**config.mk**
```make
export PLATFORM = sky130hd
export DESIGN_NAME = serial_trim_bank
export DESIGN_NICKNAME = d
export VERILOG_FILES = /design/src/rtl/trim_bank_pkg.sv /design/src/rtl/tb_sync_bit.sv /design/src/rtl/serial_front.sv /design/src/rtl/reg_bank.sv /design/src/rtl/serial_trim_bank.sv
export SDC_FILE = /design/constraint.sdc
export NUM_CORES = 1
export LEC_CHECK = 0
export ABC_AREA = 1
export BUFFER_PORTS_ARGS = -buffer_cell sky130_fd_sc_hd__buf_2
export CORE_AREA = 5 5 95 97
export CTS_CLUSTER_SIZE = 20
export DETAILED_ROUTE_END_ITERATION = 8
export DIE_AREA = 0 0 100 102
export GPL_ROUTABILITY_DRIVEN = 0
export PLACE_DENSITY = 0.64
export SLEW_MARGIN = 0
export SYNTH_ARGS = -nofsm -noshare
export SYNTH_HDL_FRONTEND = slang
export SYNTH_SLANG_ARGS = --single-unit
```
**constraint.sdc**
```tcl
create_clock -name clk -period 3.01 [get_ports clk]
set_input_delay 0.301 -clock clk [delete_from_list [all_inputs] [get_ports clk]]
set_output_delay 0.301 -clock clk [all_outputs]
set_load 0.005 [all_outputs]
```
**src/rtl/trim_bank_pkg.sv**
```systemverilog
package trim_bank_pkg;
   localparam int unsigned DEF_ADDR_W   = 4;
   localparam int unsigned DEF_DATA_W   = 8;
   localparam int unsigned DEF_NUM_REGS = 8;
   localparam int unsigned DEF_STAGES   = 2;

   // Mid-scale code for a data width: only the top bit is set.
   function automatic logic [31:0] midscale(input int unsigned width);
      return 32'(1) << (width - 1);
   endfunction
endpackage

```
**src/rtl/tb_sync_bit.sv**
```systemverilog
module tb_sync_bit #(
   parameter int unsigned STAGES = 2
) (
   input  logic clk,
   input  logic rst_n,
   input  logic d,
   output logic q
);
   logic [STAGES-1:0] chain;

   generate
      if (STAGES < 2) begin : g_bad
         $error("tb_sync_bit: at least two stages are required");
      end
      for (genvar s = 0; s < STAGES; s++) begin : g_stage
         always_ff @(posedge clk or negedge rst_n) begin
            if (!rst_n) chain[s] <= 1'b0;
            else if (s == 0) chain[s] <= d;
            else chain[s] <= chain[(s == 0) ? 0 : s-1];
         end
      end
   endgenerate

   assign q = chain[STAGES-1];
endmodule

```
**src/rtl/serial_front.sv**
```systemverilog
module serial_front #(
   parameter int unsigned WORD_W = 12,
   parameter int unsigned STAGES = 2
) (
   input  logic              clk,
   input  logic              rst_n,
   input  logic              ser_clk,
   input  logic              ser_din,
   input  logic              ser_load,
   output logic [WORD_W-1:0] word,
   output logic              dout,
   output logic              load_stb
);
   logic sclk_s, sdin_s, sld_s;
   logic sclk_q, sld_q;
   logic shift_en;
   logic [WORD_W-1:0] sr;

   tb_sync_bit #(.STAGES(STAGES)) u_sync_clk (.clk(clk), .rst_n(rst_n), .d(ser_clk),  .q(sclk_s));
   tb_sync_bit #(.STAGES(STAGES)) u_sync_din (.clk(clk), .rst_n(rst_n), .d(ser_din),  .q(sdin_s));
   tb_sync_bit #(.STAGES(STAGES)) u_sync_ld  (.clk(clk), .rst_n(rst_n), .d(ser_load), .q(sld_s));

   always_ff @(posedge clk or negedge rst_n) begin
      if (!rst_n) begin
         sclk_q <= 1'b0;
         sld_q  <= 1'b0;
      end else begin
         sclk_q <= sclk_s;
         sld_q  <= sld_s;
      end
   end

   // A serial-clock rise shifts only while the strobe is low.
   assign shift_en = sclk_s && !sclk_q && !sld_s;
   assign load_stb = sld_s && !sld_q;

   always_ff @(posedge clk or negedge rst_n) begin
      if (!rst_n) sr <= '0;
      else if (shift_en) sr <= {sr[WORD_W-2:0], sdin_s};
   end

   assign word = sr;
   assign dout = sr[WORD_W-1];

   assert_hold_under_load_R5: assert property (@(posedge clk) disable iff (!rst_n)
      sld_s |=> $stable(sr));
   assert_dout_follows_R8: assert property (@(posedge clk) disable iff (!rst_n)
      shift_en |=> dout == $past(sr[WORD_W-2]));
   assert_single_strobe_R6: assert property (@(posedge clk) disable iff (!rst_n)
      load_stb |=> !load_stb);
endmodule

```
**src/rtl/reg_bank.sv**
```systemverilog
module reg_bank #(
   parameter int unsigned ADDR_W   = 4,
   parameter int unsigned DATA_W   = 8,
   parameter int unsigned NUM_REGS = 8,
   parameter logic [DATA_W-1:0] PRESET = 8'h80,
   localparam int unsigned WORD_W = ADDR_W + DATA_W
) (
   input  logic                       clk,
   input  logic                       arst_n,
   input  logic                       load_stb,
   input  logic [WORD_W-1:0]          word,
   output logic [NUM_REGS*DATA_W-1:0] regs
);
   logic [ADDR_W-1:0] addr;
   logic [DATA_W-1:0] data;
   logic [NUM_REGS-1:0] sel;
   logic addr_ok;

   assign addr = word[WORD_W-1 -: ADDR_W];
   assign data = word[DATA_W-1:0];

   generate
      for (genvar k = 0; k < NUM_REGS; k++) begin : g_slot
         // Code 0 is reserved, so register k answers to code k+1.
         assign sel[k] = (addr == ADDR_W'(k + 1));

         always_ff @(posedge clk or negedge arst_n) begin
            if (!arst_n) regs[k*DATA_W +: DATA_W] <= PRESET;
            else if (load_stb && sel[k]) regs[k*DATA_W +: DATA_W] <= data;
         end
      end
   endgenerate

   assign addr_ok = |sel;

   assert_sel_onehot_R3: assert property (@(posedge clk) disable iff (!arst_n)
      $onehot0(sel));
   assert_idle_hold_R3: assert property (@(posedge clk) disable iff (!arst_n)
      !load_stb |=> $stable(regs));
   assert_noop_stable_R4: assert property (@(posedge clk) disable iff (!arst_n)
      (load_stb && !addr_ok) |=> $stable(regs));
   assert_write_lands_R2: assert property (@(posedge clk) disable iff (!arst_n)
      (load_stb && sel[0]) |=> regs[DATA_W-1:0] == $past(data));
endmodule

```
**src/rtl/serial_trim_bank.sv**
```systemverilog
module serial_trim_bank
   import trim_bank_pkg::*;
#(
   parameter int unsigned ADDR_W   = DEF_ADDR_W,
   parameter int unsigned DATA_W   = DEF_DATA_W,
   parameter int unsigned NUM_REGS = DEF_NUM_REGS,
   parameter int unsigned STAGES   = DEF_STAGES,
   localparam int unsigned WORD_W  = ADDR_W + DATA_W,
   localparam logic [DATA_W-1:0] PRESET = DATA_W'(midscale(DATA_W))
) (
   input  logic                       clk,
   input  logic                       rst_n,
   input  logic                       ser_clk,
   input  logic                       ser_din,
   input  logic                       ser_load,
   input  logic                       preset_n,
   output logic                       ser_dout,
   output logic [NUM_REGS*DATA_W-1:0] reg_vals
);
   logic [WORD_W-1:0] word;
   logic load_stb;
   logic bank_arst_n;

   generate
      if (NUM_REGS + 1 > (1 << ADDR_W)) begin : g_addr_small
         $error("serial_trim_bank: address field cannot reach every register");
      end
      if (DATA_W < 2 || DATA_W > 32) begin : g_data_range
         $error("serial_trim_bank: DATA_W must be 2..32");
      end
   endgenerate

   assign bank_arst_n = rst_n & preset_n;

   serial_front #(.WORD_W(WORD_W), .STAGES(STAGES)) u_front (
      .clk(clk), .rst_n(rst_n), .ser_clk(ser_clk), .ser_din(ser_din),
      .ser_load(ser_load), .word(word), .dout(ser_dout), .load_stb(load_stb));

   reg_bank #(.ADDR_W(ADDR_W), .DATA_W(DATA_W), .NUM_REGS(NUM_REGS), .PRESET(PRESET)) u_bank (
      .clk(clk), .arst_n(bank_arst_n), .load_stb(load_stb), .word(word), .regs(reg_vals));

   assert_preset_all_R7: assert property (@(posedge clk) disable iff (!rst_n)
      !preset_n |-> reg_vals == {NUM_REGS{PRESET}});
endmodule

```
* Word level (Yosys, flattened, before mapping)
Cells that the tools add are included.
** Operators by class
- Equality and inequality tests :: 8
- Bitwise logic cells :: 1
- Reduce and logical (&&, ||, !) cells :: 14
** Operator list (count)
- equality test 4 x 3 -> 1 bit, second input constant :: 4
- logical AND 1 bit :: 11
- equality test 4 x 2 -> 1 bit, second input constant :: 2
- equality test 4 x 1 -> 1 bit, second input constant :: 1
- equality test 4 bit, second input constant :: 1
- zero test 1 bit :: 3
- bitwise AND 1 bit :: 1
** Word-level totals
- Bits in registers :: 84
- Input bits :: 6
- Output and inout port bits :: 65
- Word-level logic and storage cells :: 40

* Logic depth before layout (Yosys ltp)
- Depth in word-level cells :: 3
- Mapped depth :: 6
- Mapped depth without buffers :: 5

* Hierarchy
From an unflattened synthesis, not the netlist that was laid out.
** Second synthesis, totals
- Cell total of the unflattened synthesis :: 382
- Area, all modules :: 3498.4 sq um
** By module, submodules not included
- reg_bank :: times used 1, cells an instance 315, area an instance 2765.2 sq um
- serial_front :: times used 1, cells an instance 59, area an instance 575.6 sq um
- tb_sync_bit :: times used 3, cells an instance 2, area an instance 50.0 sq um
- serial_trim_bank :: times used 1, cells an instance 2, area an instance 7.5 sq um

* Worst setup path after synthesis
OpenSTA, ideal clock, no wires.
- Kind :: reg-to-reg
- Start point :: register u_front.sr[9] (netlist: u_front.word[9])
- End point :: register u_bank.regs[24]
- Library setup time :: 118 ps
- Arrival :: 1103 ps
- Setup slack :: 1789 ps
- Cell stages (with the launch flop) :: 5
- Buffers on the path :: 0
- Clock period less this slack :: 1221 ps
- Cell sequence :: dfrtp_1 nor2_2 nand3_1 nand2_1 nand2_1
** Between the ends
- Cells in the longest elaborated chain, start to end :: 2
** RTL lines
- from (decl) :: RTL line serial_front.sv:17 : logic [WORD_W-1:0] sr;
- from (signal assigned) :: RTL line serial_front.sv:39 : else if (shift_en) sr <= {sr[WORD_W-2:0], sdin_s};
- equality test 4 x 3 -> 1 bit :: RTL line reg_bank.sv:25 : assign sel[k] = (addr == ADDR_W'(k + 1));
- logical AND 1 bit :: RTL line reg_bank.sv:29 : else if (load_stb && sel[k]) regs[k*DATA_W +: DATA_W] <= data;
- to (signal, indexed assignment) :: RTL line reg_bank.sv:29
- to (decl) :: RTL line reg_bank.sv:12 : output logic [NUM_REGS*DATA_W-1:0] regs
No other way between the ends.
A chain may end at the register's enable or synchronous reset.

==> results.md <==
Setup path:
- In this run the worst path has a maximum fanout of 64.
- The largest stage delay on the critical path is around 0.6 ns.
- The critical path goes through dlygate4sd3_1, buf_2, nand2_1, inv_2, buf_4.
- The required time of the critical path is around 3.4 ns.
- Together, buffers and inverters on the worst path number 4.
- The slowest stage of the critical path is the buf_4 cell.
- The worst setup path is launched from a primary input.
- The worst setup path is captured at an async pin.
- At the worst endpoint, the arrival time is 2.04 ns.
- The family with the most delay on the worst path is buffers and inverters.
- The critical path in this run is classified as in -> async.

STA:
- The final sum of negative setup slack is 0 ns.
- The minimum period implied by the final worst setup slack is 1.659 ns.
- Of the available clock period, the critical path in the final layout requires 55.10%.
- Based on the critical path, the design can be clocked at up to approximately 0.60 GHz.
- The number of setup violations in the final report is 0.
- The worst hold slack after final layout is 0.05109 ns.
- The worst pin sits at a relative slew slack of 42.01%.
- Setup repair after global routing left no endpoint under its margin.
- The number of hold violations in the final report is 0.
- The transition time at the pin with the least slew margin is 0.8690 ns.
- Clock skew on the completed layout was measured at 0.009430 ns.
- The count of final max-slew check failures is 0.

Detailed routing:
- In the routed layout, each cell is associated on average with a via count of 4.808.
- The first TritonRoute pass finished after 4 iterations.
- The number of DRC violations after detailed-routing iteration 0 is 145.
- Across all layers, the routed design uses 2577 vias.
- The final layout contains routed wiring with a total length of 7808 um.
- The routed length per instance is between 10 and 15 um.
- In the routed design, unresolved DRC markers number 0.
- The number of nets with antenna violations after routing is 0.

GRT:
- The pin count of the biggest net entering global routing is 65.
- The first-pass GRT wire length is between 10000 and 15000 um.
- The remaining global-route overflow is 0.
- The via count of the first global-routing pass is 2590.
- For this run, the total global-route usage over all layers was measured as 16.76%.
- The initial antenna violation count is 0.

Floorplan:
- Once the floorplan was initialized, standard cells occupied 41.13% of the core.
- The initialized floorplan defines 33 standard-cell rows.
- The floorplan step set the die width to about 100 um.
- For this design the top-level I/O count stands at 71.
- The region available for standard cell placement spans a little over 8000 um^2.
- The die covers between 10000 and 15000 um^2.
- In this run the vertical extent of the chip is 102 um.

Place:
- The total of buffers placed on input and output ports is 70.
- The sum of net half-perimeters after detailed placement is 5152 um.

CTS:
- The tree is rooted in a clkbuf_8.
- Clock latency on the worst-skew pair, taken at its later pin, is 0.36 ns.
- The number of clock buffers added by TritonCTS is 9.
- The clock-pin transition on the worst setup and hold timing paths is roughly 0.080 ns.
- Post-CTS repair changed the size of 0 cells.
- The clock sink total is 84.
- The H-tree was split into 3 levels.
- Counting along the longest clock path gives a buffer depth of 2.
- TritonCTS built the clock tree.

Power and ir drop:
- The clock network fraction of design power is a little over a third.
- The highest ir drop seen on vdd is 0.2268 mV.
- In this run the static leakage power is 2.264 nW.
- The post-layout total power is 2.234 mW.
- Net switching is 26.79% of the power.
- Internal power comes to 1.636 mW.
- The switching power summed over all nets is about 0.6 mW.
- The power per cell area is 567.1 nW/um^2.
- Sequential cells burn 57.5% of the power.
- In this run, the combinational gates consume 6.3% of the power.

Layout:
- The fill cell instance count of the final layout is 807.
- The post-route netlist has 25.29% of its cells at a drive strength greater than 1.
- The area occupied by multi-input gates is 1056 um^2.
- The sequential cell area is 2112 um^2.
- The number of antenna repair diodes is 0.
- In the final design database the tool counted ~430 nets.
- The post-synthesis to final-layout area growth is 18.96%.

Yosys:
- The average cell area after synthesis is 9.200 um^2.
- In the post-synthesis netlist, the biggest area contributors are dfrtp_1, nand2_1, nand3_1.
- The post-synthesis cell type count is 16.
- The synthesized netlist occupies a cell area of 3312 um^2.
- The number of standard cells after synthesis is 360.
- The total of flip-flops plus latches after synthesis is 84.
- The share of the yosys chip area belonging to registers is a little under two thirds.
- The number of warnings issued by yosys is 0.
- The cell type contributing the most total cell area after synthesis is dfrtp_1.
- The share of synthesized area in the top cell type comes to 57.42%.
- The number of nets in the synthesized netlist is approximately 370.

Hold path:
- The classification of the worst-slack hold path is in -> reg.

Job:
- The number of max-cap violations is 0.

Status:
- The flow ran to the end, and the final reports show no timing, DRC or antenna violations.
sequential cells by signal (all words and copies together) (netlist names):
signal                    count
u_front.u_sync_clk.chain      1
u_front.sclk_q                1
u_front.u_sync_din.chain      1
u_front.u_sync_ld.chain       1
u_front.u_sync_din.q          1
u_front.u_sync_clk.q          1
u_front.u_sync_ld.q           1
u_bank.regs                  64
u_front.sld_q                 1
u_front.word                 12
through the flow:
step           instances  cell area [um^2]  setup WS [ns]  util [%]
2_1_floorplan        360              3312          1.083         -
3_3_place_gp         519              3729          1.409     46.31
3_5_place_dp         519              3729          1.342     46.31
4_1_cts              536              3940          1.285     48.94
5_1_grt              536              3940          1.032     48.94
6_report             536              3940          1.351     48.94
cells in the mapped netlist, drive strengths merged:
library cell	instances
nor2	10
buf	8
inv	16
nand2	146
clkbuf	10
nand3b	1
nand3	72
o21ai	12
dfstp	8
clkinv	1
dfrtp	76
cells in the final DEF, fill, tap and decap left out:
cell / n
nand2_1: 146
dfrtp_1: 76
buf_2: 70
nand3_1: 69
inv_1: 13
o21ai_0: 12
clkbuf_8: 11
dfstp_2: 8
nor2_2: 5
clkinv_2: 4
nor2_1: 3
inv_2: 3
nand3_2: 3
nor2_4: 2
buf_4: 2
clkinv_1: 1
nand3b_1: 1
bufinv_16: 1
dlygate4sd3_1: 1
power by group through the flow:
stage	combinational (mW)	clock, mW	sequential (mW)
floorplan	0.152	0	1.21
CTS	0.144	0.832	1.28
global placement	0.138	0	1.30
detailed placement	0.143	0	1.31
global route	0.166	0.882	1.29
finish	0.141	0.810	1.28
worst register-to-register path: stages, from the launching register on:
cell and delay [ns]:
dfrtp_1 0.42, inv_1 0.12, nand2_1 0.07, nor2_2 0.47, buf_4 0.32, nand3_1 0.11
nand2_1 0.09
layer usage:
| metal | global-route usage, % | part of all wire [%] | vias up |
|---|---|---|---|
| met2 | 25.71 | 47 | 75 |
| li1 | - | - | 1276 |
| met4 | 5.492 | 1.2 | 0 |
| met1 | 23.03 | 45 | 1217 |
| met3 | 4.983 | 7.3 | 9 |
| met5 | 0 | 0 | - |
cells by family after synthesis:
kind of cell | synth area share [%]
AND/OR/NAND/NOR | 30.00
flip-flops | 63.77
buffers and inverters | 4.420
AO/OA/AOI/OAI | 1.813
area by class of cell:
| type | count | area share [%] |
|---|---|---|
| flip-flops and latches | 84 | 53.60 |
| multi-input cells | 241 | 26.80 |
| repair buffers | 73 | 9.527 |
| clock buffers | 11 | 3.842 |
| well taps | 105 | 3.334 |
| inverters | 17 | 1.620 |
| clock inverters | 5 | 1.270 |
what timing repair did:
action,in CTS,in global routing
hold buffers,1,0
endpoints found under the setup margin,0,0
hold endpoints to repair,20,0
setup buffers,0,0
worst paths after layout:
path	startpoint	end	slack, ns	depth (start not counted)
min in group asynchronous	preset_n	u_bank.regs[16]	0.19	4
hold / removal	ser_clk	u_front.u_sync_clk.chain[0]	0.05	1
hold reg to reg	u_front.u_sync_ld.chain[0]	u_front.u_sync_ld.q	0.35	0
setup reg to reg	u_front.word[11]	u_bank.regs[51]	1.35	6
setup / recovery	rst_n	u_bank.regs[58]	1.35	5
max in group clk	u_front.word[11]	u_bank.regs[51]	1.35	6
Note: power is estimated with default switching activity, not from simulation.
